==> src/rtl/irr_pkg.sv <==
package irr_pkg;

    localparam int unsigned WORD_W   = 32;
    localparam int unsigned OFF_SEL  = 32'h00;
    localparam int unsigned OFF_WIN  = 32'h10;
    localparam int unsigned IDX_ID   = 0;
    localparam int unsigned IDX_VER  = 1;
    localparam int unsigned IDX_ARB  = 2;
    localparam int unsigned IDX_TBL  = 32'h10;
    localparam logic [7:0]  VER_CODE = 8'h11;

    typedef enum logic [2:0] {
        WK_NONE,
        WK_ID,
        WK_VER,
        WK_ARB,
        WK_CFG,
        WK_DST
    } win_kind_e;

    // Bit order matches the configuration word, bits 16 down to 0.
    typedef struct packed {
        logic       mask;
        logic       level;
        logic       rirr;
        logic       pol;
        logic       dlvs;
        logic       dstmode;
        logic [2:0] dmode;
        logic [7:0] vector;
    } cfg_t;

    localparam cfg_t CFG_RESET = cfg_t'(17'h1_0000);

    // New word from the bus, with the status bits kept from the old word.
    function automatic cfg_t cfg_merge(cfg_t old, logic [WORD_W-1:0] wd);
        cfg_t n;
        n      = cfg_t'(wd[16:0]);
        n.rirr = old.rirr;
        n.dlvs = old.dlvs;
        return n;
    endfunction

    function automatic logic [WORD_W-1:0] cfg_word(cfg_t c);
        return {15'd0, c};
    endfunction

    function automatic logic [WORD_W-1:0] ver_word(int unsigned n_ent);
        logic [7:0] top;
        top = 8'(n_ent - 1);
        return {8'd0, top, 8'd0, VER_CODE};
    endfunction

endpackage

==> src/rtl/irr_window_dec.sv <==
module irr_window_dec
    import irr_pkg::*;
#(
    parameter int NUM_ENT = 24,
    parameter int ADDR_W  = 8,
    parameter int IDX_W   = 5
) (
    input  logic              clk,
    input  logic              rst,
    input  logic              bus_wr,
    input  logic [ADDR_W-1:0] bus_addr,
    input  logic [WORD_W-1:0] bus_wdata,
    output logic [WORD_W-1:0] sel_q,
    output logic              sel_hit,
    output logic              win_hit,
    output win_kind_e         kind,
    output logic [IDX_W-1:0]  ent_idx
);

    localparam logic [WORD_W-1:0] TBL_LO = WORD_W'(IDX_TBL);
    localparam logic [WORD_W-1:0] TBL_HI = WORD_W'(IDX_TBL + 2 * NUM_ENT);

    logic [WORD_W-1:0] tbl_off;

    always_ff @(posedge clk) begin
        if (rst) begin
            sel_q <= '0;
        end else if (bus_wr && sel_hit) begin
            sel_q <= bus_wdata;
        end
    end

    always_comb begin
        sel_hit = (bus_addr == ADDR_W'(OFF_SEL));
        win_hit = (bus_addr == ADDR_W'(OFF_WIN));
        tbl_off = sel_q - TBL_LO;
        ent_idx = tbl_off[IDX_W:1];
        kind    = WK_NONE;
        if (sel_q == WORD_W'(IDX_ID)) begin
            kind = WK_ID;
        end else if (sel_q == WORD_W'(IDX_VER)) begin
            kind = WK_VER;
        end else if (sel_q == WORD_W'(IDX_ARB)) begin
            kind = WK_ARB;
        end else if (sel_q >= TBL_LO && sel_q < TBL_HI) begin
            kind = tbl_off[0] ? WK_DST : WK_CFG;
        end
    end

endmodule

==> src/rtl/irr_entry.sv <==
module irr_entry
    import irr_pkg::*;
(
    input  logic              clk,
    input  logic              rst,
    input  logic              cfg_we,
    input  logic              dst_we,
    input  logic [WORD_W-1:0] wdata,
    input  logic              rirr_set,
    input  logic              rirr_clr,
    input  logic              dlvs_set,
    input  logic              dlvs_clr,
    output cfg_t              cfg_q,
    output logic [7:0]        dest_q
);

    cfg_t cfg_nxt;

    always_comb begin
        cfg_nxt = cfg_we ? cfg_merge(cfg_q, wdata) : cfg_q;
        if (rirr_clr) cfg_nxt.rirr = 1'b0;
        if (rirr_set) cfg_nxt.rirr = 1'b1;
        if (dlvs_clr) cfg_nxt.dlvs = 1'b0;
        if (dlvs_set) cfg_nxt.dlvs = 1'b1;
    end

    always_ff @(posedge clk) begin
        if (rst) begin
            cfg_q  <= CFG_RESET;
            dest_q <= '0;
        end else begin
            cfg_q <= cfg_nxt;
            if (dst_we) begin
                dest_q <= wdata[31:24];
            end
        end
    end

endmodule

==> src/rtl/irr_read_mux.sv <==
module irr_read_mux
    import irr_pkg::*;
#(
    parameter int NUM_ENT = 24,
    parameter int IDX_W   = 5
) (
    input  logic                      sel_hit,
    input  logic                      win_hit,
    input  logic [WORD_W-1:0]         sel_q,
    input  win_kind_e                 kind,
    input  logic [IDX_W-1:0]          ent_idx,
    input  logic [3:0]                id_q,
    input  cfg_t [NUM_ENT-1:0]        cfg_arr,
    input  logic [NUM_ENT-1:0][7:0]   dest_arr,
    output logic [WORD_W-1:0]         rdata
);

    logic [WORD_W-1:0] win_data;

    always_comb begin
        unique case (kind)
            WK_ID, WK_ARB: win_data = {4'd0, id_q, 24'd0};
            WK_VER:        win_data = ver_word(NUM_ENT);
            WK_CFG:        win_data = cfg_word(cfg_arr[ent_idx]);
            WK_DST:        win_data = {dest_arr[ent_idx], 24'd0};
            default:       win_data = '0;
        endcase
        if (sel_hit) begin
            rdata = sel_q;
        end else if (win_hit) begin
            rdata = win_data;
        end else begin
            rdata = '0;
        end
    end

endmodule

==> src/rtl/irq_redir_regfile.sv <==
module irq_redir_regfile
    import irr_pkg::*;
#(
    parameter int NUM_ENT = 24,
    parameter int ADDR_W  = 8,
    localparam int IDX_W  = (NUM_ENT > 1) ? $clog2(NUM_ENT) : 1
) (
    input  logic                   clk,
    input  logic                   rst,
    input  logic                   bus_wr,
    input  logic [ADDR_W-1:0]      bus_addr,
    input  logic [31:0]            bus_wdata,
    output logic [31:0]            bus_rdata,
    input  logic [NUM_ENT-1:0]     stat_rirr_set,
    input  logic [NUM_ENT-1:0]     stat_rirr_clr,
    input  logic [NUM_ENT-1:0]     stat_dlvs_set,
    input  logic [NUM_ENT-1:0]     stat_dlvs_clr,
    output logic [8*NUM_ENT-1:0]   ent_vector,
    output logic [3*NUM_ENT-1:0]   ent_dmode,
    output logic [NUM_ENT-1:0]     ent_dstmode,
    output logic [NUM_ENT-1:0]     ent_level,
    output logic [NUM_ENT-1:0]     ent_mask,
    output logic [NUM_ENT-1:0]     ent_rirr,
    output logic [NUM_ENT-1:0]     ent_dlvs,
    output logic [8*NUM_ENT-1:0]   ent_dest,
    output logic                   reeval_vld,
    output logic [IDX_W-1:0]       reeval_idx
);

    logic [WORD_W-1:0]       sel_q;
    logic                    sel_hit;
    logic                    win_hit;
    win_kind_e               kind;
    logic [IDX_W-1:0]        ent_idx;
    logic [3:0]              id_q;
    logic                    win_wr;
    cfg_t [NUM_ENT-1:0]      cfg_arr;
    logic [NUM_ENT-1:0][7:0] dest_arr;

    irr_window_dec #(
        .NUM_ENT (NUM_ENT),
        .ADDR_W  (ADDR_W),
        .IDX_W   (IDX_W)
    ) u_dec (
        .clk       (clk),
        .rst       (rst),
        .bus_wr    (bus_wr),
        .bus_addr  (bus_addr),
        .bus_wdata (bus_wdata),
        .sel_q     (sel_q),
        .sel_hit   (sel_hit),
        .win_hit   (win_hit),
        .kind      (kind),
        .ent_idx   (ent_idx)
    );

    assign win_wr = bus_wr && win_hit;

    always_ff @(posedge clk) begin
        if (rst) begin
            id_q       <= '0;
            reeval_vld <= 1'b0;
            reeval_idx <= '0;
        end else begin
            if (win_wr && kind == WK_ID) begin
                id_q <= bus_wdata[27:24];
            end
            reeval_vld <= win_wr && (kind == WK_CFG);
            if (win_wr && kind == WK_CFG) begin
                reeval_idx <= ent_idx;
            end
        end
    end

    for (genvar i = 0; i < NUM_ENT; i++) begin : g_ent
        logic cfg_we_i;
        logic dst_we_i;

        assign cfg_we_i = win_wr && (kind == WK_CFG) && (ent_idx == IDX_W'(i));
        assign dst_we_i = win_wr && (kind == WK_DST) && (ent_idx == IDX_W'(i));

        irr_entry u_ent (
            .clk      (clk),
            .rst      (rst),
            .cfg_we   (cfg_we_i),
            .dst_we   (dst_we_i),
            .wdata    (bus_wdata),
            .rirr_set (stat_rirr_set[i]),
            .rirr_clr (stat_rirr_clr[i]),
            .dlvs_set (stat_dlvs_set[i]),
            .dlvs_clr (stat_dlvs_clr[i]),
            .cfg_q    (cfg_arr[i]),
            .dest_q   (dest_arr[i])
        );

        assign ent_vector[8*i +: 8] = cfg_arr[i].vector;
        assign ent_dmode[3*i +: 3]  = cfg_arr[i].dmode;
        assign ent_dstmode[i]       = cfg_arr[i].dstmode;
        assign ent_level[i]         = cfg_arr[i].level;
        assign ent_mask[i]          = cfg_arr[i].mask;
        assign ent_rirr[i]          = cfg_arr[i].rirr;
        assign ent_dlvs[i]          = cfg_arr[i].dlvs;
        assign ent_dest[8*i +: 8]   = dest_arr[i];
    end

    irr_read_mux #(
        .NUM_ENT (NUM_ENT),
        .IDX_W   (IDX_W)
    ) u_rmux (
        .sel_hit  (sel_hit),
        .win_hit  (win_hit),
        .sel_q    (sel_q),
        .kind     (kind),
        .ent_idx  (ent_idx),
        .id_q     (id_q),
        .cfg_arr  (cfg_arr),
        .dest_arr (dest_arr),
        .rdata    (bus_rdata)
    );

endmodule

==> config.mk <==
export PLATFORM = sky130hd
export DESIGN_NAME = irq_redir_regfile
export DESIGN_NICKNAME = d
export VERILOG_FILES = /design/src/rtl/irr_pkg.sv /design/src/rtl/irr_window_dec.sv /design/src/rtl/irr_entry.sv /design/src/rtl/irr_read_mux.sv /design/src/rtl/irq_redir_regfile.sv
export SDC_FILE = /design/constraint.sdc
export NUM_CORES = 1
export LEC_CHECK = 0
export BUFFER_PORTS_ARGS = -buffer_cell sky130_fd_sc_hd__buf_2
export CORE_ASPECT_RATIO = 1.2
export CORE_MARGIN = 2
export CORE_UTILIZATION = 35
export CTS_CLUSTER_SIZE = 30
export DETAILED_ROUTE_END_ITERATION = 10
export MAX_ROUTING_LAYER = met4
export PLACE_DENSITY_LB_ADDON = 0.25
export SETUP_SLACK_MARGIN = 0.3
export SKIP_LAST_GASP = 1
export SLEW_MARGIN = 20
export SYNTH_ARGS = -nofsm -noshare
export SYNTH_HDL_FRONTEND = slang
export SYNTH_SLANG_ARGS = --single-unit
==> constraint.sdc <==
create_clock -name clk -period 4.5 [get_ports clk]
set_clock_uncertainty 0.2 [all_clocks]
set_input_delay 0.225 -clock clk [delete_from_list [all_inputs] [get_ports clk]]
set_output_delay 0.225 -clock clk [all_outputs]
set_load 0.005 [all_outputs]
# After elaboration in Yosys (flattened, before gate mapping)

Cells that the tools add are included.

Multiply operators: 0
Bitwise gates (word level): 0
Reduce and logical (&&, ||, !) cells: 106
Mux-type cells: 108
Divide/modulo/power cells: 0
Shifts and indexed selects: 0
Add/sub/neg operators: 1
Magnitude comparators: 3
Eq/ne operators: 31

Operator list:

| operator                                                            | count |
|---|---|
| case mux 32 bit (4 select lines)                                    | 1 |
| 2-to-1 mux 1 bit                                                    | 97 |
| nonzero test 2 bit                                                  | 48 |
| binary-select mux 17 bit (select 5 bit)                             | 1 |
| 2-to-1 mux 32 bit                                                   | 2 |
| logical AND 1 bit                                                   | 54 |
| binary-select mux 8 bit (select 5 bit)                              | 1 |
| equality test 5 x 4 -> 1 bit (second input constant)                | 8 |
| equality test 5 bit (second input constant)                         | 8 |
| equality test 32 x 1 -> 1 bit (second input constant)               | 1 |
| equality test 32 x 2 -> 1 bit (second input constant)               | 1 |
| greater-or-equal comparator 32 x 5 -> 1 bit (second input constant) | 1 |
| logical NOT 32 bit                                                  | 1 |
| < comparator 32 x 7 -> 1 bit (second input constant)                | 1 |
| equality test 5 x 3 -> 1 bit (second input constant)                | 4 |
| 2-to-1 mux 17 bit                                                   | 1 |
| 2-to-1 mux 3 bit                                                    | 4 |
| equality test 5 x 2 -> 1 bit (second input constant)                | 2 |
| equality test 8 x 5 -> 1 bit (second input constant)                | 1 |
| logical NOT 8 bit                                                   | 1 |
| 2-to-1 mux 8 bit                                                    | 1 |
| equality test 3 x 2 -> 1 bit (second input constant)                | 2 |
| equality test 3 bit (second input constant)                         | 2 |
| < comparator 5 x 6 -> 1 bit (second input constant)                 | 1 |
| 5 further kinds                                                     | 5 |

Output and inout port bits: 614
Bits of input ports: 139
Word-level logic and storage cells: 469
Latch bits: 0
Memory bits (writable): 0
ROM bits: 0
Register bits: 642
Memories: 0

# Depth between registers and ports, before layout

Gate-level depths: netlist (run 1).

Depth after elaboration: 11
Depth in mapped cells: 12

# Cells and area by module

A second synthesis (run 1) with hierarchy kept.

Cells, all modules: 2966
Area, all modules: 29792.3 µm²

By module, submodules not included:

| module            | area an instance (µm²) | cells each | sequential area each (µm²) | instances |
|---|---|---|---|---|
| irr_entry         | 902.1                  | 83         | 500.5                      | 24 |
| irr_read_mux      | 5622.9                 | 667        | 0.0                        | 1 |
| irr_window_dec    | 1726.7                 | 182        | 640.6                      | 1 |
| irq_redir_regfile | 792.0                  | 125        | 200.2                      | 1 |

# Least setup slack after synthesis (run 1)

No wires, ideal clock.

Kind: register -> register
Start point: register u_dec.sel_q[4]
End point: register g_ent[20].u_ent.cfg_q[16] (netlist name)
Setup time: 0.122 ns
Data required time: 4.178 ns
Cell stages (with the launch flop): 13
Setup slack: 1.050 ns
Arrival time: 3.127 ns
Cells stage by stage: dfxtp_1 clkbuf_1 inv_1 buf_1 ha_1 clkbuf_1 nor4b_2 nand3_1 or4_1 clkbuf_1 clkbuf_1 nand2_1 nand3b_1

RTL lines:

| item                      | RTL line                | source |
|---|---|---|
| start, declared           | irr_window_dec.sv:13    | `output logic [WORD_W-1:0] sel_q,` |
| start signal, assigned    | irr_window_dec.sv:29    | `sel_q <= bus_wdata;` |
| subtractor 6 x 5 -> 6 bit | irr_window_dec.sv:36    | `tbl_off = sel_q - TBL_LO;` |
| via ent_idx[3]            | irq_redir_regfile.sv:34 | `logic [IDX_W-1:0] ent_idx;` |
| equality test 5 bit       | irq_redir_regfile.sv:79 | `assign cfg_we_i = win_wr && (kind == WK_CFG) && (ent_idx == IDX_W'(i));` |
| logical AND 1 bit         | irq_redir_regfile.sv:79 |  |
| end signal, assigned      | irr_entry.sv:32         | `cfg_q <= cfg_nxt;` |
| end, declared             | irr_entry.sv:13         | `output cfg_t cfg_q,` |

The timed path passes the listed nets, and every way through them passes these cells.
A chain may end at the register's enable or synchronous reset.

# Worst setup path after layout (run 1)

Start point: register u_dec.sel_q[2]
End point: output port bus_rdata[16]

Word-level cells in the longest chain between the ends: 11

Ends and longest elaborated chain:

| item                                                                                        | RTL line                | source |
|---|---|---|
| greater-or-equal comparator 32 x 5 -> 1 bit or < comparator 32 x 7 -> 1 bit (tied branches) | irr_window_dec.sv:45    | `end else if (sel_q >= TBL_LO && sel_q < TBL_HI) begin` |
| logical AND 1 bit                                                                           | irr_window_dec.sv:45    |  |
| 2-to-1 mux 3 bit                                                                            | irr_window_dec.sv:45    |  |
| 2-to-1 mux 3 bit                                                                            | irr_window_dec.sv:43    | `end else if (sel_q == WORD_W'(IDX_ARB)) begin` |
| 2-to-1 mux 3 bit                                                                            | irr_window_dec.sv:41    | `end else if (sel_q == WORD_W'(IDX_VER)) begin` |
| 2-to-1 mux 3 bit                                                                            | irr_window_dec.sv:39    | `if (sel_q == WORD_W'(IDX_ID)) begin` |
| equality test 3 x 1 -> 1 bit or equality test 3 x 2 -> 1 bit (tied branches)                | irr_read_mux.sv:21      | `unique case (kind)` |
| OR reduction 2 bit                                                                          | irr_read_mux.sv:21      |  |
| case mux 32 bit (4 select lines) (*)                                                        | irr_read_mux.sv:21      |  |
| 2-to-1 mux 32 bit (*)                                                                       | irr_read_mux.sv:30      | `end else if (win_hit) begin` |
| 2-to-1 mux 32 bit (*)                                                                       | irr_read_mux.sv:28      | `if (sel_hit) begin` |
| end, declared                                                                               | irq_redir_regfile.sv:13 | `output logic [31:0] bus_rdata,` |

Mark *: on every way between the ends. The rest lies on a longest branch, timed or not. The select of a mux whose other input is x is not followed.

==> results.toml, run 1 <==
[status]
status = "finished clean"

[setup_path]
crit_family = "compound AO/OA/AOI/OAI gates"
worst-path-buf-inv = 2
worstReg2RegStart = "u_dec.sel_q[5]"
critical_path_required_ps = 4070
cp_max_fo = 42
r2r_slack_ps = 1020
cp.arrival_ps = 3630
criticalPathCategory = "flop to output port"
worst_setup_path_end_kind = "output port"
r2r_cells = 7
crit_chain = "buf_12 > mux4_2 > mux2i_1 > nor2_1 > a211oi_1 > o21ai_0 > buf_2"
worst_setup_path_start_kind = "flop"
cp_slowest_cell = "dfxtp_4"
r2r_end = "g_ent[15].u_ent.cfg_q[0]"
cpPeakStageDelay_ps = 760

[logic_synthesis]
ys_types = 50
synth_edf_count = 0
netlist_instances = 3551
syn_area_um2 = 31520
ys_ff_latch = 642
yosysSeqAreaShare_pct = 40.77
synth_flop_cell = "dfxtp_1"
synth_warnings = 0
async_reset_ff_share_pct = 0
synth_nets = 3691
avgSynthCellArea_um2 = 8.877

[sta]
hold_viol_final = 0
period_share_pct = 90.22
final.setup.worst_slack_ps = 440.1
slew_headroom_pct = 27.14
tightest_slew_ps = 1085
worst_hold_slack_ps = 91.40
rsz0062_at_grt = "no"
fmax_mhz = 246.3
period_minus_slack_ps = 4060
finalMaxSlewViolations = 0
fin_setup_tns_ps = 0
setup_violations = 0

[detailed_routing]
met1Wirelength_mm = 55.72
ant_nets = 0
via_per_inst = 5.347
firstDrtPassIters = 5
drt_first_iter_violations = 2698
num_vias = 27490
drc = 0
routedWlPerCell_um = 25.71
route.met3.wl_mm = 8.261
wl_met2_mm = 62.47
routed.top_layer = "met4"
drt_wl_total_mm = 132.2

[global_route]
grt_pass1_wl_mm = 189.2
grt.total_usage_pct = 28.37
gr-total-overflow = 0
grt_pass1_vias = 26270
grt_max_degree = 149
antenna_found_initial = 5

[placed_design]
place_congestion = 0.8734
dp_worst_setup_slack_ps = 836.0
io_buffer_count = 752
place_hpwl_mm = 91.27
place_inst = 4876

[clocking]
insertion_delay_ps = 650
cts_buffers = 73
cts_buffer_depth = 3
htreeDepth = 3
cts_sinks = 642
cts_tree = "built"
cts_root_buffer = "clkbuf_16"
clk_pin_slew_worst_paths_ps = 60

[power_and_ir_drop]
peakVddDrop_mv = 0.2875
power_density_nw_per_um2 = 336.4
p_leak_nw = 14.67

[min_path]
min_path_type = "input pin to flop"
worst_hold_path.num_cells = 5
min-delay-start = "bus_wr"
holdPathEnd = "reeval_vld"

[floorplan]
chipHeight_um = 332.8
die_area_um2 = 92490
row_count = 120
start_util_pct = 35.35
io_pins = 753
core_area_um2 = 89190
die_x_um = 278.0

[cells_and_area]
final_cells = 5142
n_fill_cell = 8764
syn_to_final_growth_pct = 19.33
final_nets = 4063
layout-drive-gt1-share_pct = 29.82

[flow_run]
max_cap_viol_count = 0
-- stage by stage --
step / cell area (µm²) / utilization [%] / total power [mW]
after floorplan: 31520 / - / 6.114
after global placement: 33700 / 37.78 / 6.278
after detailed placement: 33700 / 37.78 / 6.279
after CTS: 37590 / 42.15 / 12.77
after global routing: 37610 / 42.18 / 13.02
final: 37620 / 42.18 / 12.65
-- layer usage --
| layer | track usage (%) | up-vias |
|---|---|---|
| li1 | - | 12380 |
| met1 | 35.84 | 13640 |
| met2 | 45.35 | 1216 |
| met3 | 4.341 | 252 |
| met4 | 11.62 | 0 |
| met5 | - | - |
-- worst max-delay path by stage --
stage,cells after the start,start,endpoint
after global routing,7,u_dec.sel_q[2],bus_rdata[16]
after detailed placement,7,u_dec.sel_q[2],bus_rdata[16]
after floorplan,12,u_dec.sel_q[4],g_ent[20].u_ent.cfg_q[16]
final,7,u_dec.sel_q[2],bus_rdata[16]
after global placement,7,u_dec.sel_q[2],bus_rdata[16]
after CTS,6,u_dec.sel_q[25],bus_rdata[13]
-- report_power, final --
group	internal [mW]	leakage (nW)	switching, mW	total, mW
sequential	5.71	5.19	0.0289	5.74
combinational	0.200	8.21	0.319	0.519
clock	3.74	1.27	2.66	6.40
total	9.65	14.7	3.01	12.7
-- layout make-up --
class                   instances  area (µm²)  area share (%)
clock buffers                 101        2072           5.508
clock inverters                32       498.0           1.324
well taps                    1159        1450           3.855
multi-input cells            2169       14580           38.77
inverters                      68       255.2          0.6785
diodes                          2       5.005         0.01330
flip-flops and latches        642       12860           34.20
repair buffers                969        5891           15.66
-- sequential cells by signal, indices dropped and copies added, names as in the netlist --
register            cells
reeval_idx              5
id_q                    4
g_ent.u_ent.cfg_q     408
reeval_vld              1
g_ent.u_ent.dest_q    192
u_dec.sel_q            32
-- tightest hold or removal path: cells and delay by family --
kind	cells	cell delay (ps)
buffers and inverters	2	360
and+or+nand+nor	3	280
-- cell families after synthesis --
| kind of cell | after synthesis | share of synthesized area, % |
|---|---|---|
| AO/OA/AOI/OAI | 494 | 8.331 |
| adder cells (fa/ha/maj) | 1 | 0.03969 |
| buffers and inverters | 740 | 13.70 |
| flip-flops | 642 | 40.77 |
| multiplexers | 403 | 18.94 |
| AND/OR/NAND/NOR | 1271 | 18.21 |
-- cell usage in the layout, fill, tap and decap left out, types with 15 or more instances in the layout --
| master | netlist | final |
|---|---|---|
| nand2_1 | 825 | 825 |
| buf_2 | 62 | 751 |
| dfxtp_1 | 642 | 639 |
| a21oi_1 | 424 | 424 |
| nor2_1 | 264 | 264 |
| mux2i_1 | 240 | 240 |
| mux4_2 | 154 | 154 |
| dlygate4sd3_1 | 0 | 130 |
| buf_4 | 386 | 74 |
| clkbuf_16 | 0 | 73 |
| inv_1 | 68 | 67 |
| nor4_4 | 24 | 34 |
| nand4_1 | 25 | 25 |
| nand3b_1 | 24 | 24 |
| or4_1 | 20 | 20 |
| nor4_2 | 11 | 19 |
| o21ai_0 | 17 | 17 |
| nor2b_1 | 15 | 15 |
| clkinv_2 | 0 | 15 |
-- synthesized netlist by cell type (2+ instances only) --
cell type | number | area share (%)
buf_1 | 40 | 0.48
mux4_2 | 154 | 11
mux2i_1 | 240 | 7.6
a21oi_1 | 424 | 6.7
nand2_1 | 825 | 9.8
buf_4 | 386 | 9.2
nand3_1 | 7 | 0.11
a22oi_1 | 10 | 0.24
or4_1 | 20 | 0.48
nor4_1 | 23 | 0.46
a21o_1 | 3 | 0.071
nor4_4 | 24 | 1.6
dfxtp_1 | 642 | 41
inv_1 | 68 | 0.81
and3_1 | 4 | 0.079
nor2b_1 | 15 | 0.30
and4bb_2 | 2 | 0.079
nor4b_1 | 2 | 0.056
and2_1 | 10 | 0.20
and4_1 | 3 | 0.083
a211oi_1 | 9 | 0.21
nand4_1 | 25 | 0.50
a2bb2oi_1 | 2 | 0.056
o21ai_0 | 17 | 0.27
a221o_1 | 3 | 0.095
nor3_1 | 2 | 0.032
clkbuf_1 | 178 | 2.1
a31oi_1 | 5 | 0.099
a221oi_1 | 3 | 0.083
o211ai_1 | 6 | 0.14
clkbuf_2 | 5 | 0.079
o221ai_1 | 8 | 0.22
buf_2 | 62 | 0.98
mux2_2 | 9 | 0.32
nor2_1 | 264 | 3.1
nand2b_1 | 4 | 0.079
nand3b_1 | 24 | 0.57
nor4_2 | 11 | 0.44
-- timing repair --
item | 4_1_cts | 5_1_grt
buffers inserted | 1 | 0
hold endpoints to repair | 587 | 0
resized for setup | 1 | 3
hold buffers | 130 | 0
setup endpoints to repair | 5 | 9
No activity file was read; power rests on OpenSTA's default activity.
==> run 2: changes to the inputs <==
Settings changed: PLACE_DENSITY from default to 0.57, PLACE_DENSITY_LB_ADDON 0.25 to default.
==> run 2 against run 1 <==
Effect of this change: wire length fell by 0.25%; first-iteration DRC count fell by 4.1%; combinational power decreased by 1%; worst setup slack better by 83 ps; worst hold slack worse by 22 ps; die area stayed put; via count about the same; non-clock buffer count shrank 11; critical path type unchanged; critical endpoint is now bus_rdata[4].
==> results.toml, run 2 (same netlist as run 1, synthesis figures left out) <==
[status]
status = "finished clean"

[sta]
slew_headroom_pct = 24.55
rsz0062_at_grt = "no"
setup_violations = 0
fin_setup_tns_ps = 0
worst_hold_slack_ps = 69.24
fmax_mhz = 251.4
tightest_slew_ps = 1123
final.setup.worst_slack_ps = 523.0
period_share_pct = 88.38
hold_viol_final = 0
finalMaxSlewViolations = 0
period_minus_slack_ps = 3977

[flow_run]
max_cap_viol_count = 0

[floorplan]
row_count = 120
die_area_um2 = 92490
start_util_pct = 35.35
io_pins = 753
chipHeight_um = 332.8
die_x_um = 278.0
core_area_um2 = 89190

[global_route]
gr-total-overflow = 0
grt_pass1_wl_mm = 187.4
grt.total_usage_pct = 28.18
grt_max_degree = 122
grt_pass1_vias = 25860
antenna_found_initial = 4

[setup_path]
cp_max_fo = 38
cp_slowest_cell = "dfxtp_4"
r2r_cells = 6
crit_end = "bus_rdata[4]"
worst_setup_path_end_kind = "output port"
worst-path-buf-inv = 3
critPathLaunch = "u_dec.sel_q[1]"
r2r_slack_ps = 840
critical_path_required_ps = 4070
r2r_end = "g_ent[20].u_ent.cfg_q[15]"
criticalPathCategory = "flop to output port"
crit_family = "flip-flops"
crit_cells = 8
cp.arrival_ps = 3550
worstReg2RegStart = "u_dec.sel_q[1]"
worst_setup_path_start_kind = "flop"
cpPeakStageDelay_ps = 790
crit_chain = "buf_12 > mux4_2 > nand2_1 > a21oi_1 > a211oi_1 > buf_4 > o21ai_0 > buf_2"

[detailed_routing]
drc = 0
drt_first_iter_violations = 2587
ant_nets = 0
num_vias = 27510
drt_wl_total_mm = 131.9
via_per_inst = 5.360
routedWlPerCell_um = 25.70
firstDrtPassIters = 5

[power_and_ir_drop]
pwr-share-comb_pct = 4.1
switching_power_mw = 2.960
pwr-share-clk_pct = 50.1
power_density_nw_per_um2 = 334.6
power.total_mw = 12.53
p_sw_share_pct = 23.63
p_int_mw = 9.565
p_leak_nw = 14.55
peakVddDrop_mv = 0.2670
power_frac_seq_pct = 45.8

[clocking]
insertion_delay_ps = 640
clk_pin_slew_worst_paths_ps = 60
cts_buffers = 74
cts_tree = "built"
post_cts_buffers = 0
cts_root_buffer = "clkbuf_16"
cts_sinks = 642
cts_buffer_depth = 3
htreeDepth = 3

[min_path]
worst_hold_path.num_cells = 5
min_path_type = "input pin to flop"

[cells_and_area]
largest_register_ffs = 408
reg.largest.list = "g_ent.u_ent.cfg_q: 408 flops, g_ent.u_ent.dest_q: 192 flops, u_dec.sel_q: 32 flops"
fin_util_pct = 41.98
final_common_cell = "nand2_1"
top_register = "g_ent.u_ent.cfg_q"
final_nets = 4053
final_cell_mix = "nand2_1, buf_2, dfxtp_1"
n_fill_cell = 8860
layout-drive-gt1-share_pct = 29.67
syn_to_final_growth_pct = 18.76

[placed_design]
place_hpwl_mm = 90.99
dp_worst_setup_slack_ps = 745.4
io_buffer_count = 752
place_congestion = 0.9150
[run 2: layout make-up]
cell class	instances	area, µm²	share of cell area (%)
timing repair buffer	958	5768	15.41
inverter	68	255.2	0.6818
multi-input combinational	2169	14590	38.97
antenna	2	5.005	0.01337
clock inverter	26	304.0	0.8121
clock buffer	108	2203	5.885
sequential	642	12860	34.36
tap	1159	1450	3.874
[run 2: metrics by stage]
stage	instances	cell area (µm²)
2_1_floorplan	3551	31520
3_3_place_gp	4867	33600
3_5_place_dp	4867	33600
4_1_cts	5130	37430
5_1_grt	5131	37430
6_report	5132	37440
[run 2: power by group through the flow]
stage / sequential, mW / clock, mW / combinational, mW
detailed placement: 5.87 / 0 / 0.410
CTS: 5.74 / 6.39 / 0.507
global route: 5.74 / 6.61 / 0.548
finish: 5.74 / 6.27 / 0.514
global placement: 5.86 / 0 / 0.409
floorplan: 5.85 / 0 / 0.262
[run 2: what timing repair did]
item | 4_1_cts | 5_1_grt
endpoints found under the hold margin | 598 | 0
gates resized for setup | 5 | 0
hold buffers | 129 | 0
endpoints found under the setup margin | 20 | 0
[run 2: worst min-delay path by stage]
stage                      start                         to  slack, ps
2_1_floorplan   stat_dlvs_set[0]   g_ent[0].u_ent.cfg_q[12]        140
3_3_place_gp   stat_rirr_set[11]  g_ent[11].u_ent.cfg_q[14]        230
3_5_place_dp    stat_dlvs_set[3]   g_ent[3].u_ent.cfg_q[12]        230
4_1_cts                   bus_wr                 reeval_vld         20
5_1_grt                   bus_wr                 reeval_vld         70
6_report                  bus_wr                 reeval_vld         70
[run 2: worst reg2reg max path, cell delays in order, from the launching register on]
cell     delay, ps
dfxtp_4        550
buf_12         320
nor2_1         490
nand4_1        580
or4_1         1050
nand2_1        220
a21oi_1         80
[run 2: metal layers]
metal | track usage [%] | part of all wire (%)
met1 | 34.81 | 41
met2 | 45.86 | 48
met3 | 5.170 | 7.3
met4 | 10.37 | 3.9
met5 | - | 0
==> run 3: changes to the inputs <==
Settings changed: HOLD_SLACK_MARGIN from default to 0.02, RECOVER_POWER from default to 50, SKIP_CTS_REPAIR_TIMING from default to 1.
==> run 3 against run 2 <==
Effect of this change: register-to-register slack got worse by 70 ps; worst hold slack got worse by 1.6 ps; combinational power decreased by 0.8%; sequential power about the same; the run now ends with max-capacitance violations, max-slew violations left; highest routed layer unchanged; largest power group unchanged; non-clock buffer count unchanged.
==> results.toml, run 3 (same netlist as run 1, synthesis figures left out) <==
[status]
status = "complete, but fails checks"
failed_checks = "max-capacitance violations, max-slew violations"

[placed_design]
io_buffer_count = 752
place_congestion = 0.9150
dp_worst_setup_slack_ps = 745.4
placed_area_um2 = 33600
place_hpwl_mm = 90.99

[cells_and_area]
final_nets = 4053
reg.largest.list = "g_ent.u_ent.cfg_q: 408 flops, g_ent.u_ent.dest_q: 192 flops, u_dec.sel_q: 32 flops"
layout-drive-gt1-share_pct = 18.96
final_common_cell = "nand2_1"
largest_register_ffs = 408
syn_to_final_growth_pct = 17.02
final_cell_mix = "nand2_1, dfxtp_1, clkbuf_1"
top_register = "g_ent.u_ent.cfg_q"
finalInstanceArea_um2 = 36890

[power_and_ir_drop]
peakVddDrop_mv = 0.2596
p_leak_nw = 12.77
power_density_nw_per_um2 = 339.5

[setup_path]
critical_path_required_ps = 4070
worstReg2RegStart = "u_dec.sel_q[1]"
critPathLaunch = "u_dec.sel_q[25]"
worst_setup_path_end_kind = "output port"
criticalPathCategory = "flop to output port"
worst_setup_path_start_kind = "flop"
cp_max_fo = 51
cp.arrival_ps = 3550

[detailed_routing]
drt_wl_total_mm = 131.5
met1Wirelength_mm = 53.43
drt_first_iter_violations = 2458
ant_nets = 0
route.met3.wl_mm = 9.840
drc = 0
routed.top_layer = "met4"
firstDrtPassIters = 6
num_vias = 27420
routedWlPerCell_um = 25.62
wl_met2_mm = 62.79
via_per_inst = 5.344

[clocking]
cts_tree = "built"
cts_buffer_depth = 3
cts_sinks = 642
insertion_delay_ps = 640
cts_buffers = 74
cts_root_buffer = "clkbuf_16"
htreeDepth = 3
clk_pin_slew_worst_paths_ps = 60

[global_route]
gr-total-overflow = 0
grt.total_usage_pct = 27.74
antenna_found_initial = 4
grt_pass1_vias = 25110
grt_pass1_wl_mm = 184.0
grt_max_degree = 122

[sta]
setup_violations = 0
finalMaxSlewViolations = 118
period_share_pct = 88.32
period_minus_slack_ps = 3974
fin_setup_tns_ps = 0
rsz0062_at_grt = "no"
final.setup.worst_slack_ps = 525.8
fmax_mhz = 251.6
hold_viol_final = 0
slew_headroom_pct = -94.86
tightest_slew_ps = 2923

[floorplan]
row_count = 120
die_x_um = 278.0
core_area_um2 = 89190
die_area_um2 = 92490
chipHeight_um = 332.8
start_util_pct = 35.35
io_pins = 753

[flow_run]
max_cap_viol_count = 1

[min_path]
min-delay-start = "bus_wr"
min_path_type = "input pin to flop"
[run 3: changes by cell type in the layout (fill, tap and decap cells not counted), sizes merged]
cell    previous run  this run
buf              829       405
clkbuf           108       532
diode              2         1
[run 3: cell type report]
type                       count  area, µm²
antenna                        1      2.502
clock buffer                 108       2203
clock inverter                26      304.0
fill                        9071      52300
inverter                      68      255.2
multi-input combinational   2169      14590
sequential                   642      12860
tap                         1159       1450
timing repair buffer         958       5221
[run 3: final timing paths]
check,to,slack (ps),depth (start not counted)
max,bus_rdata[25],530,7
min,reeval_vld,70,5
max reg2reg,g_ent[16].u_ent.cfg_q[11],770,6
min reg2reg,g_ent[6].u_ent.cfg_q[13],250,2
[run 3: where the power goes]
group | internal [mW] | switching (mW) | leakage, nW | total, mW
clock | 3.66 | 2.61 | 1.22 | 6.27
combinational | 0.195 | 0.315 | 6.36 | 0.510
sequential | 5.71 | 0.0305 | 5.19 | 5.74
[run 3: through the flow]
| step | std cells | total power, mW | utilization, % | hold WS [ps] |
|---|---|---|---|---|
| 5_1_grt | 5130 | 12.89 | 41.36 | 73.08 |
| 6_report | 5131 | 12.52 | 41.36 | 67.63 |
| 3_5_place_dp | 4867 | 6.275 | 37.68 | 233.6 |
| 4_1_cts | 5001 | 12.54 | 40.49 | -443.3 |
| 2_1_floorplan | 3551 | 6.114 | - | 142.4 |
| 3_3_place_gp | 4867 | 6.274 | 37.68 | 230.1 |
[run 3: per-layer routing]
metal,track usage (%),vias to the layer above
met4,9.856,0
met2,44.95,1304
met5,-,-
li1,-,12380
met1,34.52,13460
met3,5.170,284
[run 3: worst max-delay path, cell delays in order, from the launching register on]
cell	delay (ps)
dfxtp_1	330
nor4_2	520
nand3_4	440
buf_12	370
or4_1	650
o21ai_0	230
a221o_1	220
buf_2	140
